<file path="config.mk">
export PLATFORM = sky130hd
export DESIGN_NAME = dma_auto_channel
export DESIGN_NICKNAME = d
export VERILOG_FILES = /design/src/rtl/dma_chan_pkg.sv /design/src/rtl/dma_addr_step.sv /design/src/rtl/dma_chan_regs.sv /design/src/rtl/dma_chan_engine.sv /design/src/rtl/dma_auto_channel.sv
export SDC_FILE = /design/constraint.sdc
export NUM_CORES = 1
export LEC_CHECK = 0
export BUFFER_PORTS_ARGS = -buffer_cell sky130_fd_sc_hd__clkbuf_2
export CAP_MARGIN = 20
export CORE_UTILIZATION = 52
export DETAILED_ROUTE_END_ITERATION = 7
export MAX_ROUTING_LAYER = met4
export PLACE_DENSITY = 0.83
export SLEW_MARGIN = 20
export SYNTH_ARGS = -nofsm -noshare
export SYNTH_HDL_FRONTEND = slang
export SYNTH_SLANG_ARGS = --single-unit
</file>
<file path="constraint.sdc">
create_clock -name clk -period 4.7 [get_ports clk]
set_clock_uncertainty 0.15 [all_clocks]
set_input_delay 0.235 -clock clk [delete_from_list [all_inputs] [get_ports clk]]
set_output_delay 0.235 -clock clk [all_outputs]
set_load 0.01 [all_outputs]
</file>
<file path="src/rtl/dma_chan_pkg.sv">
package dma_chan_pkg;
  localparam logic [15:0] OFS_SRC = 16'h0040;
  localparam logic [15:0] OFS_DST = 16'h0044;
  localparam logic [15:0] OFS_CNT = 16'h0048;
  localparam logic [15:0] OFS_CTL = 16'h004C;
  localparam logic [3:0]  RS_AUTO = 4'hC;
  localparam int          OP_AERR = 2;

  typedef enum logic [1:0] {ST_IDLE, ST_RD, ST_WR} dma_state_t;

  function automatic logic [15:0] merge16(input logic [15:0] old_v,
                                          input logic [15:0] new_v,
                                          input logic [1:0]  be);
    merge16 = {be[1] ? new_v[15:8] : old_v[15:8],
               be[0] ? new_v[7:0]  : old_v[7:0]};
  endfunction

  function automatic logic [31:0] merge32(input logic [31:0] old_v,
                                          input logic [31:0] new_v,
                                          input logic [3:0]  be);
    merge32 = {merge16(old_v[31:16], new_v[31:16], be[3:2]),
               merge16(old_v[15:0],  new_v[15:0],  be[1:0])};
  endfunction
endpackage

</file>
<file path="src/rtl/dma_addr_step.sv">
module dma_addr_step #(
  parameter int ADDR_W = 32
) (
  input  logic [ADDR_W-1:0] cur,
  input  logic [1:0]        mode,
  input  logic              word,
  output logic [ADDR_W-1:0] nxt
);
  logic [ADDR_W-1:0] step;
  assign step = word ? ADDR_W'(2) : ADDR_W'(1);

  always_comb begin
    case (mode)
      2'd1:    nxt = cur + step;
      2'd2:    nxt = cur - step;
      default: nxt = cur;
    endcase
  end
endmodule

</file>
<file path="src/rtl/dma_chan_regs.sv">
module dma_chan_regs
  import dma_chan_pkg::*;
#(
  parameter int ADDR_W = 32,
  parameter int REG_AW = 8
) (
  input  logic              clk,
  input  logic              rst,
  input  logic              wr,
  input  logic [REG_AW-1:0] waddr,
  input  logic [31:0]       wdata,
  input  logic [3:0]        wbe,
  input  logic              rd,
  input  logic [REG_AW-1:0] raddr,
  output logic [31:0]       rdata,
  input  logic              busy,
  input  logic              unit_done,
  input  logic              finish,
  input  logic              abort,
  input  logic [ADDR_W-1:0] src_nxt,
  input  logic [ADDR_W-1:0] dst_nxt,
  output logic [ADDR_W-1:0] sar,
  output logic [ADDR_W-1:0] dar,
  output logic [15:0]       tcr,
  output logic [15:0]       chcr,
  output logic [15:0]       opr,
  output logic              chk
);
  logic sw_ok, hit_src, hit_dst, hit_cnt, hit_ctl;
  assign sw_ok   = wr && !busy;
  assign hit_src = (waddr == REG_AW'(OFS_SRC));
  assign hit_dst = (waddr == REG_AW'(OFS_DST));
  assign hit_cnt = (waddr == REG_AW'(OFS_CNT));
  assign hit_ctl = (waddr == REG_AW'(OFS_CTL));

  always_ff @(posedge clk) begin
    if (rst) begin
      sar  <= '0;
      dar  <= '0;
      tcr  <= '0;
      chcr <= '0;
      opr  <= '0;
      chk  <= 1'b0;
    end else begin
      chk <= sw_ok && ((hit_cnt && (wbe[3:2] != 2'b00)) ||
                       (hit_ctl && (wbe[1:0] != 2'b00)));
      if (sw_ok && hit_src) sar <= ADDR_W'(merge32(32'(sar), wdata, wbe));
      if (sw_ok && hit_dst) dar <= ADDR_W'(merge32(32'(dar), wdata, wbe));
      if (sw_ok && hit_cnt) begin
        opr <= merge16(opr, wdata[31:16], wbe[3:2]);
        tcr <= merge16(tcr, wdata[15:0],  wbe[1:0]);
      end
      if (sw_ok && hit_ctl) chcr <= merge16(chcr, wdata[15:0], wbe[1:0]);
      if (unit_done) begin
        sar <= src_nxt;
        dar <= dst_nxt;
        tcr <= tcr - 16'd1;
      end
      if (finish) chcr[0] <= 1'b0;
      if (abort) begin
        chcr[0]       <= 1'b0;
        opr[OP_AERR]  <= 1'b1;
      end
    end
  end

  always_ff @(posedge clk) begin
    if (rst) begin
      rdata <= '0;
    end else if (rd) begin
      if (raddr == REG_AW'(OFS_SRC))      rdata <= 32'(sar);
      else if (raddr == REG_AW'(OFS_DST)) rdata <= 32'(dar);
      else if (raddr == REG_AW'(OFS_CNT)) rdata <= {opr, tcr};
      else if (raddr == REG_AW'(OFS_CTL)) rdata <= {16'h0000, chcr};
      else                                rdata <= '0;
    end
  end

  AST_FINISH_CLEARS_EN: assert property (@(posedge clk) disable iff (rst)
    finish |=> !chcr[0]);
  AST_ABORT_RAISES_FLAG: assert property (@(posedge clk) disable iff (rst)
    abort |=> opr[OP_AERR] && !chcr[0]);
  AST_COUNT_STEPS_DOWN: assert property (@(posedge clk) disable iff (rst)
    unit_done |=> tcr == $past(tcr) - 16'd1);
  AST_BUSY_WRITE_IGNORED: assert property (@(posedge clk) disable iff (rst)
    busy && wr && hit_src && !unit_done |=> sar == $past(sar));
endmodule

</file>
<file path="src/rtl/dma_chan_engine.sv">
module dma_chan_engine
  import dma_chan_pkg::*;
#(
  parameter int ADDR_W = 32
) (
  input  logic              clk,
  input  logic              rst,
  input  logic              chk,
  input  logic              ch_en,
  input  logic              master_en,
  input  logic [3:0]        rs,
  input  logic              word,
  input  logic [ADDR_W-1:0] sar,
  input  logic [ADDR_W-1:0] dar,
  input  logic [15:0]       tcr,
  output logic              m_valid,
  output logic              m_write,
  output logic              m_word,
  output logic [ADDR_W-1:0] m_addr,
  output logic [15:0]       m_wdata,
  input  logic [15:0]       m_rdata,
  input  logic              m_ready,
  output logic              busy,
  output logic              unit_done,
  output logic              finish,
  output logic              abort
);
  dma_state_t state;
  logic [15:0] hold;
  logic go, misaligned;

  assign go         = chk && ch_en && master_en && (rs == RS_AUTO);
  assign misaligned = word && (sar[0] || dar[0]);
  assign abort      = (state == ST_IDLE) && go && misaligned;
  assign unit_done  = (state == ST_WR) && m_ready;
  assign finish     = unit_done && (tcr == 16'd1);

  assign busy    = (state != ST_IDLE);
  assign m_valid = busy;
  assign m_write = (state == ST_WR);
  assign m_word  = word;
  assign m_addr  = (state == ST_WR) ? dar : sar;
  assign m_wdata = hold;

  always_ff @(posedge clk) begin
    if (rst) begin
      state <= ST_IDLE;
      hold  <= '0;
    end else begin
      case (state)
        ST_IDLE: if (go && !misaligned) state <= ST_RD;
        ST_RD: if (m_ready) begin
          hold  <= word ? m_rdata : {8'h00, m_rdata[7:0]};
          state <= ST_WR;
        end
        ST_WR: if (m_ready) state <= finish ? ST_IDLE : ST_RD;
        default: state <= ST_IDLE;
      endcase
    end
  end

  AST_REQ_HELD: assert property (@(posedge clk) disable iff (rst)
    m_valid && !m_ready |=> m_valid && $stable(m_addr) && $stable(m_write));
  AST_START_NEEDS_AUTO: assert property (@(posedge clk) disable iff (rst)
    $rose(busy) |-> $past(rs) == RS_AUTO && $past(ch_en) && $past(master_en));
  AST_READ_THEN_WRITE: assert property (@(posedge clk) disable iff (rst)
    m_valid && !m_write && m_ready |=> m_valid && m_write);
  AST_WORD_EVEN: assert property (@(posedge clk) disable iff (rst)
    m_valid && m_word |-> !m_addr[0]);
endmodule

</file>
<file path="src/rtl/dma_auto_channel.sv">
module dma_auto_channel #(
  parameter int ADDR_W = 32,
  parameter int REG_AW = 8
) (
  input  logic              clk,
  input  logic              rst,
  input  logic              reg_wr,
  input  logic [REG_AW-1:0] reg_waddr,
  input  logic [31:0]       reg_wdata,
  input  logic [3:0]        reg_wbe,
  input  logic              reg_rd,
  input  logic [REG_AW-1:0] reg_raddr,
  output logic [31:0]       reg_rdata,
  output logic              m_valid,
  output logic              m_write,
  output logic              m_word,
  output logic [ADDR_W-1:0] m_addr,
  output logic [15:0]       m_wdata,
  input  logic [15:0]       m_rdata,
  input  logic              m_ready,
  output logic              busy
);
  logic [ADDR_W-1:0] sar, dar, src_nxt, dst_nxt;
  logic [15:0] tcr, chcr, opr;
  logic chk, unit_done, finish, abort;

  dma_chan_regs #(.ADDR_W(ADDR_W), .REG_AW(REG_AW)) u_regs (
    .clk(clk), .rst(rst),
    .wr(reg_wr), .waddr(reg_waddr), .wdata(reg_wdata), .wbe(reg_wbe),
    .rd(reg_rd), .raddr(reg_raddr), .rdata(reg_rdata),
    .busy(busy), .unit_done(unit_done), .finish(finish), .abort(abort),
    .src_nxt(src_nxt), .dst_nxt(dst_nxt),
    .sar(sar), .dar(dar), .tcr(tcr), .chcr(chcr), .opr(opr), .chk(chk)
  );

  dma_addr_step #(.ADDR_W(ADDR_W)) u_src_step (
    .cur(sar), .mode(chcr[13:12]), .word(chcr[3]), .nxt(src_nxt)
  );

  dma_addr_step #(.ADDR_W(ADDR_W)) u_dst_step (
    .cur(dar), .mode(chcr[15:14]), .word(chcr[3]), .nxt(dst_nxt)
  );

  dma_chan_engine #(.ADDR_W(ADDR_W)) u_engine (
    .clk(clk), .rst(rst), .chk(chk),
    .ch_en(chcr[0]), .master_en(opr[0]), .rs(chcr[11:8]), .word(chcr[3]),
    .sar(sar), .dar(dar), .tcr(tcr),
    .m_valid(m_valid), .m_write(m_write), .m_word(m_word), .m_addr(m_addr),
    .m_wdata(m_wdata), .m_rdata(m_rdata), .m_ready(m_ready),
    .busy(busy), .unit_done(unit_done), .finish(finish), .abort(abort)
  );
endmodule

</file>
# After elaboration in Yosys (flattened, before gate mapping)
# Cells that the tools add are included.
word_totals:
  output_inout_bits: 84
  elab_cells: 125
  input_bits: 73
  reg_bits: 163
op_classes:
  n_reduce_logical: 52
  add_sub_neg: 5
  n_eq_ne: 21
  n_mux: 27
op_table:
  columns: ["cell", "count"]
  rows:
  - ["$mux 32", 8]
  - ["$pmux 32 s2", 2]
  - ["$add 32x32->32", 2]
  - ["$eq 8x7->1 const B", 8]
  - ["$mux 16", 4]
  - ["$sub 32x32->32", 2]
  - ["$mux 8", 4]
  - ["$reduce_and 3->1", 9]
  - ["$reduce_bool 2->1", 12]
  - ["$logic_and 1x1->1", 17]
  - ["$eq 16x1->1 const B", 1]
  - ["$reduce_and 2->1", 8]
  - ["$sub 16x1->16 const B", 1]
  - ["$mux 2", 4]
  - ["$eq 2x1->1 const B", 3]
  - ["$eq 2x2->1 const B", 3]
  - ["$mux 3", 2]
  - ["$ne 3x3->1 const B", 2]
  - ["$pmux 2 s3", 1]
  - ["$eq 4x4->1 const B", 1]
  - ["$ne 2x2->1 const B", 2]
  - ["$reduce_or 3->1", 1]
  - ["$logic_not 1->1", 2]
  - ["$logic_not 2->1", 1]
  - ["3 further kinds", 5]

# Longest topological paths before layout
depth:
  word_depth: 7
  ltp_mapped: 17
  depth_no_buf: 14

# Hierarchy
# From an unflattened synthesis, not the netlist that was laid out.
hier_totals:
  cells_unflattened: 1759
  hier_area_um2: 13266.5
modules_own_cells:
  columns: ["mod", "cells_per_inst", "area_each_um2", "n_inst", "seq_area_each_um2"]
  rows:
  - ["dma_chan_regs", 785, 6914.1, 1, 2902.8]
  - ["dma_addr_step at u_dst_step", 445, 2748.9, 1, 0.0]
  - ["dma_addr_step at u_src_step", 394, 2436.1, 1, 0.0]
  - ["dma_chan_engine", 135, 1167.4, 1, 360.3]

# Least setup slack after synthesis
# Ideal clock, no wire load.
synth_timing:
  path_kind: "reg-to-reg"
  startpoint: "reg u_regs.chcr[14]"
  endpoint: "reg u_regs.dar[30]"
  required_ns: 4.455
  stages_incl_launch_ff: 18
  setup_ns: 0.095
  period_less_slack_ns: 4.271
  n_path_buf: 4
  path_slack_ns: 0.429
  t_arrival_ns: 4.026
  cell_sequence: "dfxtp_1 > inv_1 > ha_1 > clkbuf_1 > clkbuf_1 > clkbuf_1 > clkbuf_1 > nor2b_1 > fa_1 > inv_1 > o32ai_1 > a221oi_1 > o211a_1 > or4_1 > a31oi_1 > a21oi_1 > xnor2_1 > a221oi_1"
synth_between:
  elab_chain_cells: 3
  word_cells_on_any_way: 6
  classes_between: "3 x eq/ne; 2 x mux; 1 x reduce/logical"
synth_lines:
  columns: ["item", "line", "rtl"]
  rows:
  - ["start: declaration", "dma_chan_regs.sv:25", "output logic [15:0] chcr,"]
  - ["start signal: assignment", "dma_chan_regs.sv:53", "if (sw_ok && hit_ctl) chcr <= merge16(chcr, wdata[15:0], wbe[1:0]);"]
  - ["$eq 2x1->1 or $eq 2x2->1 (tied branches)", "dma_addr_step.sv:13", "case (mode)"]
  - ["$ne 3x3->1 (no line) or $pmux 32 s2 (tied branches)", null, null]
  - ["$reduce_and 3->1 (no line) or $mux 32 (tied branches)", null, null]
  - ["end signal: assignment", "dma_chan_regs.sv:48", "if (sw_ok && hit_dst) dar <= ADDR_W'(merge32(32'(dar), wdata, wbe));"]
  - ["end signal: assignment", "dma_chan_regs.sv:56", "dar <= dst_nxt;"]
  - ["end: declaration", "dma_chan_regs.sv:23", "output logic [ADDR_W-1:0] dar,"]
# Parallel ways exist; a longest one is shown, timed or not.
# A chain may end at the register's enable or synchronous reset.

# Final worst setup path
layout_timing:
  startpoint: "reg u_regs.chcr[3]"
  endpoint: "reg u_regs.dar[24]"
layout_between:
  elab_chain_cells: 4
  word_cells_on_any_way: 5
  classes_between: "2 x add/sub; 3 x mux"
layout_lines:
  columns: ["item", "line", "rtl"]
  rows:
  - ["$mux 2 (*)", "dma_addr_step.sv:10", "assign step = word ? ADDR_W'(2) : ADDR_W'(1);"]
  - ["$sub 32x32->32 or $add 32x32->32 (tied branches)", "dma_addr_step.sv:15, dma_addr_step.sv:14", null]
  - ["$pmux 32 s2 (*)", "dma_addr_step.sv:13", null]
  - ["$mux 32 (*)", "dma_chan_regs.sv:54", "if (unit_done) begin"]
# Mark *: on every way between the ends. The rest lies on a longest branch, timed or not.

==> flow_metrics.tcl <==
set metrics [dict create \
    status "completed" \
    cp_max_fo 15 \
    synthAdderAreaFrac_pct 1.35 \
    path_cells "inv_1, ha_1, inv_1, fa_1, inv_1, o32ai_1, a221oi_1, o21ai_0, a21oi_1, o221ai_1, a22o_1, xnor2_1, a221oi_1" \
    setup_slack_ns 0.541 \
    drc 0 \
    p_int_mw 2.26 \
    grt_pass1_wl_um 66300 \
    fmax_mhz 240 \
    period_share_pct 88.5 \
    p_leak_nw 5.40 \
    synthesis.nets 1794 \
    cp.required_ns 4.88 \
    grt_pass1_vias 12500 \
    rsz0062_at_grt "no" \
    end_kind "flip-flop" \
    synth_xor_area_share_pct 5.17 \
    detailedPlace.worstSlack_ns 0.657 \
    setup-tns-final_ns 0 \
    drv_cap 0 \
    path_buf_inv 3 \
    seqPwrFrac_pct 46.3 \
    nNetsFinal 1873 \
    layout_commonest_cell "nand2_1" \
    clockRootBuffer "clkbuf_16" \
    io_buffers 156 \
    power.density_nw_per_um2 215 \
    clock-sinks 163 \
    drive_gt1_share_pct 15.1 \
    initial_core_util_pct 53.4 \
    grt_max_degree 70 \
    worst_path_max_delay_cell "a221oi_1" \
    tritoncts "done" \
    max_stage_delay_ns 0.67 \
    most-common-layout-cells "nand2_1, nor2_1, dfxtp_1" \
    place.gp.congestion 0.994 \
    coreArea_um2 22800 \
    wl_um 41700 \
    critPathLaunchType "flip-flop" \
    ys_types 77 \
    combPwrFrac_pct 6.8 \
    synth_edf_count 0 \
    yosysSeqAreaShare_pct 26.8 \
    die-area_um2 24100 \
    fp-row-count 55 \
    synthMuxAreaShare_pct 6.96 \
    tightest_slew_ns 1.09 \
    antenna_left 0 \
    period_minus_slack_ns 4.16 \
    die_w_um 155 \
    max-slew-margin-rel_pct 27.5 \
    synth_top_family_by_area "compound AO/OA/AOI/OAI gates" \
    syn_to_final_growth_pct 14.5 \
    hold_viol_final 0 \
    yosys.area_share.simple_pct 24.4 \
    clkTransAtPathRegs_ns 0.06 \
    synth_top_area_share_pct 26.8 \
    crit_family "compound AO/OA/AOI/OAI gates" \
    clkLatencyLatePin_ns 0.44 \
    ys_warn_count 0 \
    antenna_found_initial 1 \
    grt.overflow.total 0 \
    avgSynthCellArea_um2 7.14 \
    netSwitchingPower_mw 0.744 \
    hpwl_um 28400 \
    wl_per_cell_um 19.7 \
    clock_path_buffers 2 \
    ctsResizeCount 0 \
    cts_made_buffers 17 \
    async_flop_share_pct 0 \
    drt_pass1_iterations 8 \
    ys_seq_elements 163 \
    worstPathArrival_ns 4.34 \
    viasPerCell 6.56 \
    swShare_pct 24.7 \
    ys_top_cells_by_area "dfxtp_1, nand2_1, o21ai_0" \
    htree_levels 4 \
    setup_viol 0 \
    pin_count 157 \
    path_class "flip-flop to flip-flop" \
    die_y_um 155 \
    track_usage_pct 35.6 \
    path_common_cell "inv_1" \
    ir_drop_mv 0.212 \
    synth_compound_area_share_pct 28.9 \
    hold_class "primary input to flip-flop" \
    synth_area_leader_cell "dfxtp_1" \
    syn-instance-count 1709 \
    pwr-share-clk_pct 46.8 \
    vias 13900 \
    syn_area_um2 12200 \
    drt_iter0_markers 1753 \
    slew_violations 0 \
    synth-main-ff-cell "dfxtp_1" \
]
## timing repair
action	CTS	global route
buffers inserted	0	0
hold endpoints to repair	47	0
hold buffers	46	0
## stage by stage
stage | power [mW] | util [%] | std cells | cell area [um2] | hold WS (ns)
finish | 3.01 | 61.1 | 2114 | 14000 | 0.0125
global route | 3.07 | 61.1 | 2114 | 14000 | 0.0146
CTS | 2.99 | 61.1 | 2113 | 14000 | 0.000567
detailed placement | 1.59 | 56.5 | 2036 | 12900 | 0.297
global placement | 1.59 | 56.5 | 2036 | 12900 | 0.289
floorplan | 1.51 | - | 1709 | 12200 | 0.199
## layer usage
layer	vias to the layer above	global-route usage, %	routed length (um)
met4	0	16.2	1790
met1	6446	47.2	16700
met2	929	51.6	18100
li1	6313	-	-
met5	-	-	0
met3	171	7.47	5090
## cell usage after synthesis (8+ instances only)
cell type,number
a211oi_1,24
a21boi_0,8
a21o_1,10
a21oi_1,113
a221oi_1,21
a22oi_1,53
a31oi_1,24
and3_1,11
and4b_1,8
buf_1,8
buf_2,18
clkbuf_1,134
dfxtp_1,163
ha_1,10
inv_1,33
mux2_2,38
mux2i_1,42
nand2_1,236
nand2b_1,9
nand3_1,29
nand3b_1,11
nand4_1,10
nor2_1,192
nor2b_1,20
nor3_1,40
nor4_1,15
o21a_1,10
o21ai_0,145
o31a_1,17
o31ai_1,34
or2_2,9
or3_1,17
or4_1,8
xnor2_1,45
xor2_1,27
## power by group through the flow
stage	sequential, mW	combinational [mW]	clock, mW
CTS	1.39	0.196	1.40
floorplan	1.43	0.0818	0
global route	1.39	0.215	1.46
detailed placement	1.42	0.165	0
finish	1.39	0.206	1.41
global placement	1.42	0.163	0
## cells by family after synthesis
group           Yosys count
xor+xnor                 72
mux                      80
flops                   163
compound gates          539
fa+ha+maj                12
simple gates            645
buf+inv                 198
## worst paths after layout
| check | end | cells after the start | slack [ns] | from |
|---|---|---|---|---|
| hold reg to reg | u_engine.m_wdata[14] | 2 | 0.31 | u_engine.m_wdata[14] |
| setup reg to reg | u_regs.dar[24] | 13 | 0.54 | u_regs.chcr[3] |
| hold / removal | u_regs.chcr[10] | 3 | 0.01 | reg_wdata[10] |
| setup / recovery | u_regs.dar[24] | 13 | 0.54 | u_regs.chcr[3] |
## state kept, by name, indices dropped and copies added, names as in the netlist
| register | flops |
|---|---|
| u_regs.tcr | 16 |
| u_regs.chcr | 16 |
| u_engine.m_wdata | 16 |
| u_regs.chk | 1 |
| u_regs.opr | 16 |
| u_engine.state | 2 |
| u_regs.rdata | 32 |
| u_regs.sar | 32 |
| u_regs.dar | 32 |
## area by class of cell
cell class                 count  area [um2]
clock buffer                  19         443
antenna                        1        2.50
fill                        1995        8880
timing repair buffer         224        1420
multi-input combinational   1348        8180
sequential                   163        3260
inverter                      34         128
clock inverter                12         134
tap                          313         392
## worst reg2reg max path: stages, from the launching register on
cell	delay (ns)
dfxtp_1	0.50
inv_1	0.17
ha_1	0.21
inv_1	0.06
fa_1	0.44
inv_1	0.13
o32ai_1	0.09
a221oi_1	0.67
o21ai_0	0.30
a21oi_1	0.34
o221ai_1	0.26
a22o_1	0.29
xnor2_1	0.13
a221oi_1	0.32
Note: power is estimated with default switching activity, not from simulation.
